**src/rtl/dma_arb_pkg.sv**
```systemverilog
package dma_arb_pkg;

  localparam int unsigned DMA_NCH   = 10;
  localparam int unsigned DMA_SEL_W = 2;

  typedef enum logic [DMA_SEL_W-1:0] {
    SRC_SOFT   = 2'd0,
    SRC_PERIPH = 2'd1,
    SRC_XFER   = 2'd2,
    SRC_UFLOW  = 2'd3
  } src_sel_e;

  // Fixed per-transfer cascade links (channel 9 uses a programmable mask).
  function automatic logic [DMA_NCH-1:0] xfer_targets(input int unsigned ch);
    logic [DMA_NCH-1:0] t;
    t = '0;
    case (ch)
      0: t[1] = 1'b1;
      1: t[2] = 1'b1;
      2: t[0] = 1'b1;
      3: t[4] = 1'b1;
      5: t[6] = 1'b1;
      6: t[7] = 1'b1;
      7: t[5] = 1'b1;
      8: t[9] = 1'b1;
      default: t = '0;
    endcase
    return t;
  endfunction

  // Fixed underflow cascade links (channel 1 uses a programmable mask).
  function automatic logic [DMA_NCH-1:0] uflow_targets(input int unsigned ch);
    logic [DMA_NCH-1:0] t;
    t = '0;
    case (ch)
      0: t[5] = 1'b1;
      3: t[8] = 1'b1;
      default: t = '0;
    endcase
    return t;
  endfunction

endpackage

```
**src/rtl/dma_src_mux.sv**
```systemverilog
module dma_src_mux
  import dma_arb_pkg::*;
#(
  parameter int unsigned NCH = DMA_NCH
) (
  input  logic [NCH-1:0]           ch_en,
  input  logic [DMA_SEL_W*NCH-1:0] src_sel,
  input  logic [NCH-1:0]           sw_trig,
  input  logic [NCH-1:0]           periph_req,
  input  logic [NCH-1:0]           casc_xf,
  input  logic [NCH-1:0]           casc_uf,
  output logic [NCH-1:0]           req
);

  for (genvar c = 0; c < NCH; c++) begin : g_ch
    src_sel_e sel;
    logic     hit;
    assign sel = src_sel_e'(src_sel[DMA_SEL_W*c +: DMA_SEL_W]);
    always_comb begin
      case (sel)
        SRC_SOFT:   hit = sw_trig[c];
        SRC_PERIPH: hit = periph_req[c];
        SRC_XFER:   hit = casc_xf[c];
        default:    hit = casc_uf[c];
      endcase
    end
    assign req[c] = ch_en[c] & hit;
  end

endmodule

```
**src/rtl/dma_pend_latch.sv**
```systemverilog
module dma_pend_latch #(
  parameter int unsigned NCH = 10
) (
  input  logic           clk,
  input  logic           rst_n,
  input  logic [NCH-1:0] req,
  input  logic [NCH-1:0] clr,
  input  logic [NCH-1:0] ch_en,
  output logic [NCH-1:0] pend
);

  logic [NCH-1:0] pend_q;
  logic [NCH-1:0] pend_d;
  logic           pend_upd;

  always_comb begin
    pend_d   = ((pend_q & ~clr) | req) & ch_en;
    pend_upd = (pend_d != pend_q);
  end

  always_ff @(posedge clk or negedge rst_n) begin
    if (!rst_n)        pend_q <= '0;
    else if (pend_upd) pend_q <= pend_d;
  end

  assign pend = pend_q;

  // a channel disabled at an edge holds no pending request afterwards
  a_r2_disabled_not_pending: assert property (@(posedge clk) disable iff (!rst_n)
    (ch_en != '1) |=> ((pend_q & ~$past(ch_en)) == '0));

  // a fresh request survives a clear in the same cycle
  a_r6_request_kept: assert property (@(posedge clk) disable iff (!rst_n)
    (req != '0) |=> ((pend_q & $past(req)) == $past(req)));

endmodule

```
**src/rtl/dma_prio_pick.sv**
```systemverilog
module dma_prio_pick #(
  parameter int unsigned NCH = 10
) (
  input  logic [NCH-1:0] cand,
  output logic [NCH-1:0] win
);

  always_comb begin
    win = '0;
    for (int c = NCH - 1; c >= 0; c--) begin
      if (cand[c]) begin
        win    = '0;
        win[c] = 1'b1;
      end
    end
  end

endmodule

```
**src/rtl/dma_cascade_net.sv**
```systemverilog
module dma_cascade_net
  import dma_arb_pkg::*;
#(
  parameter int unsigned NCH          = DMA_NCH,
  parameter int unsigned RING_MASK_CH = 9,
  parameter int unsigned UF_MASK_CH   = 1
) (
  input  logic           clk,
  input  logic           rst_n,
  input  logic           done_fire,
  input  logic           uflow,
  input  logic [NCH-1:0] grant,
  input  logic           ring_we,
  input  logic           uf_we,
  input  logic [NCH-1:0] wdata,
  output logic [NCH-1:0] casc_xf,
  output logic [NCH-1:0] casc_uf
);

  logic [NCH-1:0] ring_mask_q, uf_mask_q;
  logic [NCH-1:0] xf_row [NCH];
  logic [NCH-1:0] uf_row [NCH];
  logic [NCH-1:0] xf_tgt, uf_tgt;
  logic [NCH-1:0] xf_d, uf_d, xf_q, uf_q;
  logic           pulse_upd;

  for (genvar c = 0; c < NCH; c++) begin : g_row
    if (c == RING_MASK_CH) begin : g_xf_prog
      assign xf_row[c] = grant[c] ? ring_mask_q : '0;
    end else begin : g_xf_fix
      assign xf_row[c] = grant[c] ? xfer_targets(c) : '0;
    end
    if (c == UF_MASK_CH) begin : g_uf_prog
      assign uf_row[c] = grant[c] ? uf_mask_q : '0;
    end else begin : g_uf_fix
      assign uf_row[c] = grant[c] ? uflow_targets(c) : '0;
    end
  end

  always_comb begin
    xf_tgt = '0;
    uf_tgt = '0;
    for (int c = 0; c < NCH; c++) begin
      xf_tgt = xf_tgt | xf_row[c];
      uf_tgt = uf_tgt | uf_row[c];
    end
    xf_d      = done_fire ? xf_tgt : '0;
    uf_d      = (done_fire && uflow) ? uf_tgt : '0;
    pulse_upd = (xf_d != xf_q) || (uf_d != uf_q);
  end

  always_ff @(posedge clk or negedge rst_n) begin
    if (!rst_n) begin
      xf_q <= '0;
      uf_q <= '0;
    end else if (pulse_upd) begin
      xf_q <= xf_d;
      uf_q <= uf_d;
    end
  end

  always_ff @(posedge clk or negedge rst_n) begin
    if (!rst_n)       ring_mask_q <= '0;
    else if (ring_we) ring_mask_q <= wdata;
  end

  always_ff @(posedge clk or negedge rst_n) begin
    if (!rst_n)     uf_mask_q <= '0;
    else if (uf_we) uf_mask_q <= wdata;
  end

  assign casc_xf = xf_q;
  assign casc_uf = uf_q;

  // per-transfer cascade pulses last a single cycle
  a_r7_single_pulse: assert property (@(posedge clk) disable iff (!rst_n)
    (xf_q != '0) |=> (xf_q == '0));

  // underflow pulses last a single cycle
  a_r8_single_pulse: assert property (@(posedge clk) disable iff (!rst_n)
    (uf_q != '0) |=> (uf_q == '0));

endmodule

```
**src/rtl/dma_req_arbiter.sv**
```systemverilog
module dma_req_arbiter
  import dma_arb_pkg::*;
#(
  parameter int unsigned NCH          = DMA_NCH,
  parameter int unsigned RING_MASK_CH = 9,
  parameter int unsigned UF_MASK_CH   = 1
) (
  input  logic                     clk,
  input  logic                     rst_n,
  input  logic [NCH-1:0]           ch_en,
  input  logic [DMA_SEL_W*NCH-1:0] src_sel,
  input  logic [NCH-1:0]           sw_trig,
  input  logic [NCH-1:0]           periph_req,
  input  logic                     xfer_done,
  input  logic                     xfer_uflow,
  input  logic                     ring_mask_we,
  input  logic                     uf_mask_we,
  input  logic [NCH-1:0]           mask_wdata,
  output logic [NCH-1:0]           grant,
  output logic [NCH-1:0]           casc_xfer_go,
  output logic [NCH-1:0]           casc_uflow_go
);

  localparam int unsigned RST_STAGES = 2;

  logic [RST_STAGES-1:0] rst_pipe;
  logic                  arb_rst_n;
  logic [NCH-1:0]        req_v, pend_v, pick_v, clr_v;
  logic [NCH-1:0]        grant_q, grant_d;
  logic [NCH-1:0]        xf_v, uf_v;
  logic                  busy, done_fire, grant_upd;

  // Reset asserts at once and releases on the clock.
  always_ff @(posedge clk or negedge rst_n) begin
    if (!rst_n) rst_pipe <= '0;
    else        rst_pipe <= {rst_pipe[RST_STAGES-2:0], 1'b1};
  end
  assign arb_rst_n = rst_pipe[RST_STAGES-1];

  dma_src_mux #(.NCH(NCH)) src_i (
    .ch_en(ch_en), .src_sel(src_sel), .sw_trig(sw_trig),
    .periph_req(periph_req), .casc_xf(xf_v), .casc_uf(uf_v), .req(req_v)
  );

  dma_pend_latch #(.NCH(NCH)) pend_i (
    .clk(clk), .rst_n(arb_rst_n), .req(req_v), .clr(clr_v),
    .ch_en(ch_en), .pend(pend_v)
  );

  dma_prio_pick #(.NCH(NCH)) pick_i (.cand(pend_v), .win(pick_v));

  dma_cascade_net #(
    .NCH(NCH), .RING_MASK_CH(RING_MASK_CH), .UF_MASK_CH(UF_MASK_CH)
  ) casc_i (
    .clk(clk), .rst_n(arb_rst_n), .done_fire(done_fire), .uflow(xfer_uflow),
    .grant(grant_q), .ring_we(ring_mask_we), .uf_we(uf_mask_we),
    .wdata(mask_wdata), .casc_xf(xf_v), .casc_uf(uf_v)
  );

  always_comb begin
    busy      = (grant_q != '0);
    done_fire = busy && xfer_done;
    clr_v     = done_fire ? grant_q : '0;
    if (busy) grant_d = xfer_done ? '0 : grant_q;
    else      grant_d = pick_v;
    grant_upd = (grant_d != grant_q);
  end

  always_ff @(posedge clk or negedge arb_rst_n) begin
    if (!arb_rst_n)     grant_q <= '0;
    else if (grant_upd) grant_q <= grant_d;
  end

  assign grant         = grant_q;
  assign casc_xfer_go  = xf_v;
  assign casc_uflow_go = uf_v;

  // never more than one channel owns the bus
  a_r4_grant_onehot: assert property (@(posedge clk) disable iff (!arb_rst_n)
    $onehot0(grant_q));

  // grant held until the transfer reports done
  a_r4_grant_hold: assert property (@(posedge clk) disable iff (!arb_rst_n)
    (busy && !xfer_done) |=> $stable(grant_q));

  // bus released right after done
  a_r4_release: assert property (@(posedge clk) disable iff (!arb_rst_n)
    (busy && xfer_done) |=> (grant_q == '0));

  // a new grant goes to a pending channel with none of lower index pending
  a_r3_fixed_priority: assert property (@(posedge clk) disable iff (!arb_rst_n)
    $rose(busy) |-> (((grant_q & $past(pend_v)) != '0) &&
                     (((grant_q - NCH'(1)) & $past(pend_v)) == '0)));

  // done without a grant produces no cascade pulse
  a_r11_idle_done: assert property (@(posedge clk) disable iff (!arb_rst_n)
    (!busy && xfer_done) |=> ((xf_v == '0) && (uf_v == '0)));

endmodule

```
**config.mk**
```make
export PLATFORM = sky130hd
export DESIGN_NAME = dma_req_arbiter
export DESIGN_NICKNAME = d
export VERILOG_FILES = /design/src/rtl/dma_arb_pkg.sv /design/src/rtl/dma_src_mux.sv /design/src/rtl/dma_pend_latch.sv /design/src/rtl/dma_prio_pick.sv /design/src/rtl/dma_cascade_net.sv /design/src/rtl/dma_req_arbiter.sv
export SDC_FILE = /design/constraint.sdc
export NUM_CORES = 1
export LEC_CHECK = 0
export BUFFER_PORTS_ARGS = -buffer_cell sky130_fd_sc_hd__buf_2
export CORE_ASPECT_RATIO = 2
export CORE_MARGIN = 1
export CORE_UTILIZATION = 40
export CTS_BUF_LIST = sky130_fd_sc_hd__clkbuf_2
export CTS_CLUSTER_DIAMETER = 80
export DETAILED_ROUTE_END_ITERATION = 16
export PLACE_DENSITY = 0.67
export SYNTH_ARGS = -nofsm -noshare
export SYNTH_HDL_FRONTEND = slang
export SYNTH_SLANG_ARGS = --single-unit
```
**constraint.sdc**
```tcl
create_clock -name clk -period 4.46 [get_ports clk]
set_input_delay 0 -clock clk [delete_from_list [all_inputs] [get_ports clk]]
set_output_delay 0 -clock clk [all_outputs]
set_load 0.01 [all_outputs]
```
==> impl_results.md <==
- Sequential fraction of the synthesis area: about three fifths
- Top-count cell post-synth: dfrtp_1
- CTS tree: yes
- Ant diodes: 0
- Register area: about 1600 sq um
- Syn Area/Cell: roughly 14 sq um
- DRC: 0
- Routed WL per cell: 15.9 um
- Slew margin rel.: approximately 50%
- Max_cap viols: 0
- Leak pwr: between 1.5 and 2 nW
- Number of synthesized flops with an enable pin: 0
- Pin count of the biggest net entering global routing: 61
- Clock root buffer: clkbuf_2
- Crit path kind: flip-flop to flip-flop
- Cts repair resizes: 0
- Die H: between 100 and 150 um
- Final setup margin: 2.68 ns
- Initial DRC Count: just under 70
- Pwr Density: 377 nW/um^2
- Worst EP required: between 4 and 5 ns
- TritonCTS Buffers: 9
- Max-slew violations: 0
- RSZ-0062 raised after global routing: no
- Initial DRT Pass Iterations: 6
- Clock-pin slew on the worst setup and hold paths: around 0.16 ns
- GP Congestion: around 0.87
- Final Cycle Share: between 30% and 40%
- Top cells by area, synth: dfrtp_1 (60%), mux2_2 (8.8%), mux4_2 (8.8%), a21oi_1 (3.9%), nor2b_1 (2.4%)
- Crit. End Element: flip-flop
- #FFs+latches synth: 62
- WHS: 0.289 ns
- GR Overflow Total: 0
- Hold Path End: casc_i.uf_mask_q[9]
- First-pass GRT wire length: 10400 um
- Tmin final: ~1.8 ns
- Final hold vios: 0
- Top FF cell, synth: dfrtp_1
- Status: completed
- CP startpoint kind: flip-flop
- CTS max path bufs: 2
- Layout area overhead: 41.1%
- Crit path DAT: 2.14 ns
- Synth top cells by count: dfrtp_1 (62), a21oi_1 (20), mux2_2 (20)
- Worst Skew: around 0.022 ns
- Detailed Route WL: 6730 um
- H-tree lvl count: 3
- Synth top area share: between 60 and 70%
- Initial antenna violation count: 0
- Hold path cells: 3
- R2R Path Start: casc_i.casc_xf[7]
- Crit Path Max Fanout: 2
- Asr flop ratio synth: 100%
- Initial core utilization: 41.0%
- Fill cell count: 570
- Share of cells above drive strength 1: between 40% and 50%
- Area of the die: slightly below 7000 sq um
- Worst-Skew Late Latency: 0.48 ns
- Hold crit path type: input port to flip-flop
- Worst R2R Path Depth: 4
- Final ANT Viol Nets: 0
- Syn. warnings: 0
- Cell Area, Synth: between 2000 and 3000 sq um
- Multi-input logic area: just under 1000 sq um
- Vias in the first global route: around 2100
- Pre-CTS setup slack: ~3 ns
- Setup-failing EPs final: 0
- Number of port buffers: 95
- Hold_buf cts: 42
- Distinct cell type count after synthesis: 28
- Slew at the pin closest to its max-slew limit: between 0.7 and 0.8 ns
- Die X: between 50 and 60 um
- Hold wc startpoint: mask_wdata[9]
- CTS Sinks: 62
- Core box area: 6260 sq um
- Tot GR Track Use: between 20% and 30%
- Gate Count Post-Synth: 190
- Sum of negative setup slack: 0 ns
- # IOs: 96
- Vias: approximately 2100
- Site row count: just over 40
- Leading area contributor after synthesis: dfrtp_1
- Reg-to-reg endpoint: pend_i.pend[7]
- Post-CTS Setup Inserts: 0
- Syn Nets: about 260
- Worst vdd ir: between 0.15 and 0.2 mV
- Nets: approximately 400
- Fmax: 562 MHz
- DP HPWL: ~4800 um
- Vias/cell: between 4 and 5
- R2R setup slack: ~2.7 ns
## flip-flops by register name, indices dropped and copies added (netlist names)
| signal | count |
|---|---|
| rst_pipe | 2 |
| casc_i.uf_mask_q | 10 |
| casc_i.casc_uf | 10 |
| casc_i.casc_xf | 10 |
| grant | 10 |
| pend_i.pend | 10 |
| casc_i.ring_mask_q | 10 |
## per-layer routing
layer	track usage [%]	wire [um]	vias to the layer above
met2	37.6	3740	78
met5	0	0	-
met1	24.5	2430	1025
met3	5.17	430	10
met4	9.68	136	0
li1	-	-	977
## worst max-delay path, cell delays in order (launching register included)
cell and delay, ns:
dfrtp_1 0.45, mux4_2 0.46, a21oi_1 0.14, nor2b_1 0.06, dlygate4sd3_1 0.55
## cells in the final DEF, fill, tap and decap left out, types with 3 or more instances in the layout
| cell type | n |
|---|---|
| and3_1 | 4 |
| clkbuf_2 | 11 |
| mux4_2 | 10 |
| nor2b_1 | 10 |
| dlygate4sd3_1 | 42 |
| nand2_1 | 13 |
| a21oi_1 | 20 |
| clkinv_1 | 3 |
| nor3_1 | 3 |
| dfrtp_1 | 61 |
| o2bb2ai_1 | 6 |
| and2_1 | 8 |
| buf_2 | 95 |
| nor2_1 | 11 |
| mux2_2 | 20 |
## logic make-up after synthesis
family / share of synthesized area (%)
muxes: 17.5
and+or+nand+nor: 12.7
DFF: 60.4
buffers and inverters: 1.41
other: 0.146
AOI/OAI and AO/OA: 7.84
## cell type report
type / instances / area share (%)
clock buffer: 11 / 1.52
clock inverter: 4 / 0.449
inverter: 2 / 0.207
multi-input combinational: 120 / 27.1
sequential: 62 / 42.9
tap: 86 / 2.97
timing repair buffer: 138 / 24.9
## report_power, final
| group | total, mW | switching, mW | internal, mW |
|---|---|---|---|
| Combinational | 0.387 | 0.189 | 0.198 |
| Clock | 0.254 | 0.185 | 0.0690 |
| Sequential | 0.726 | 0.0901 | 0.636 |
| Total | 1.37 | 0.464 | 0.902 |
## worst max path at each step
stage | start | endpoint | slack (ns) | depth (start not counted)
after global placement | grant[9] | grant[1] | 2.98 | 3
after detailed placement | grant[9] | grant[3] | 2.93 | 3
after CTS | casc_i.casc_xf[7] | pend_i.pend[7] | 2.68 | 4
after global routing | casc_i.casc_xf[7] | pend_i.pend[7] | 2.61 | 4
final | casc_i.casc_xf[7] | pend_i.pend[7] | 2.68 | 4
after floorplan | rst_pipe[1] | casc_i.casc_uf[0] | 2.61 | 0
## metrics by stage
| stage | area (sq um) | cells | power [mW] | util [%] |
|---|---|---|---|---|
| finish | 3620 | 423 | 1.37 | 57.9 |
| global route | 3620 | 423 | 1.45 | 57.9 |
| CTS | 3620 | 423 | 1.37 | 57.9 |
| detailed placement | 3130 | 366 | 1.08 | 50.0 |
| global placement | 3130 | 366 | 1.07 | 50.0 |
| floorplan | 2570 | 190 | 0.946 | - |
No activity file was read; power rests on OpenSTA's default activity.
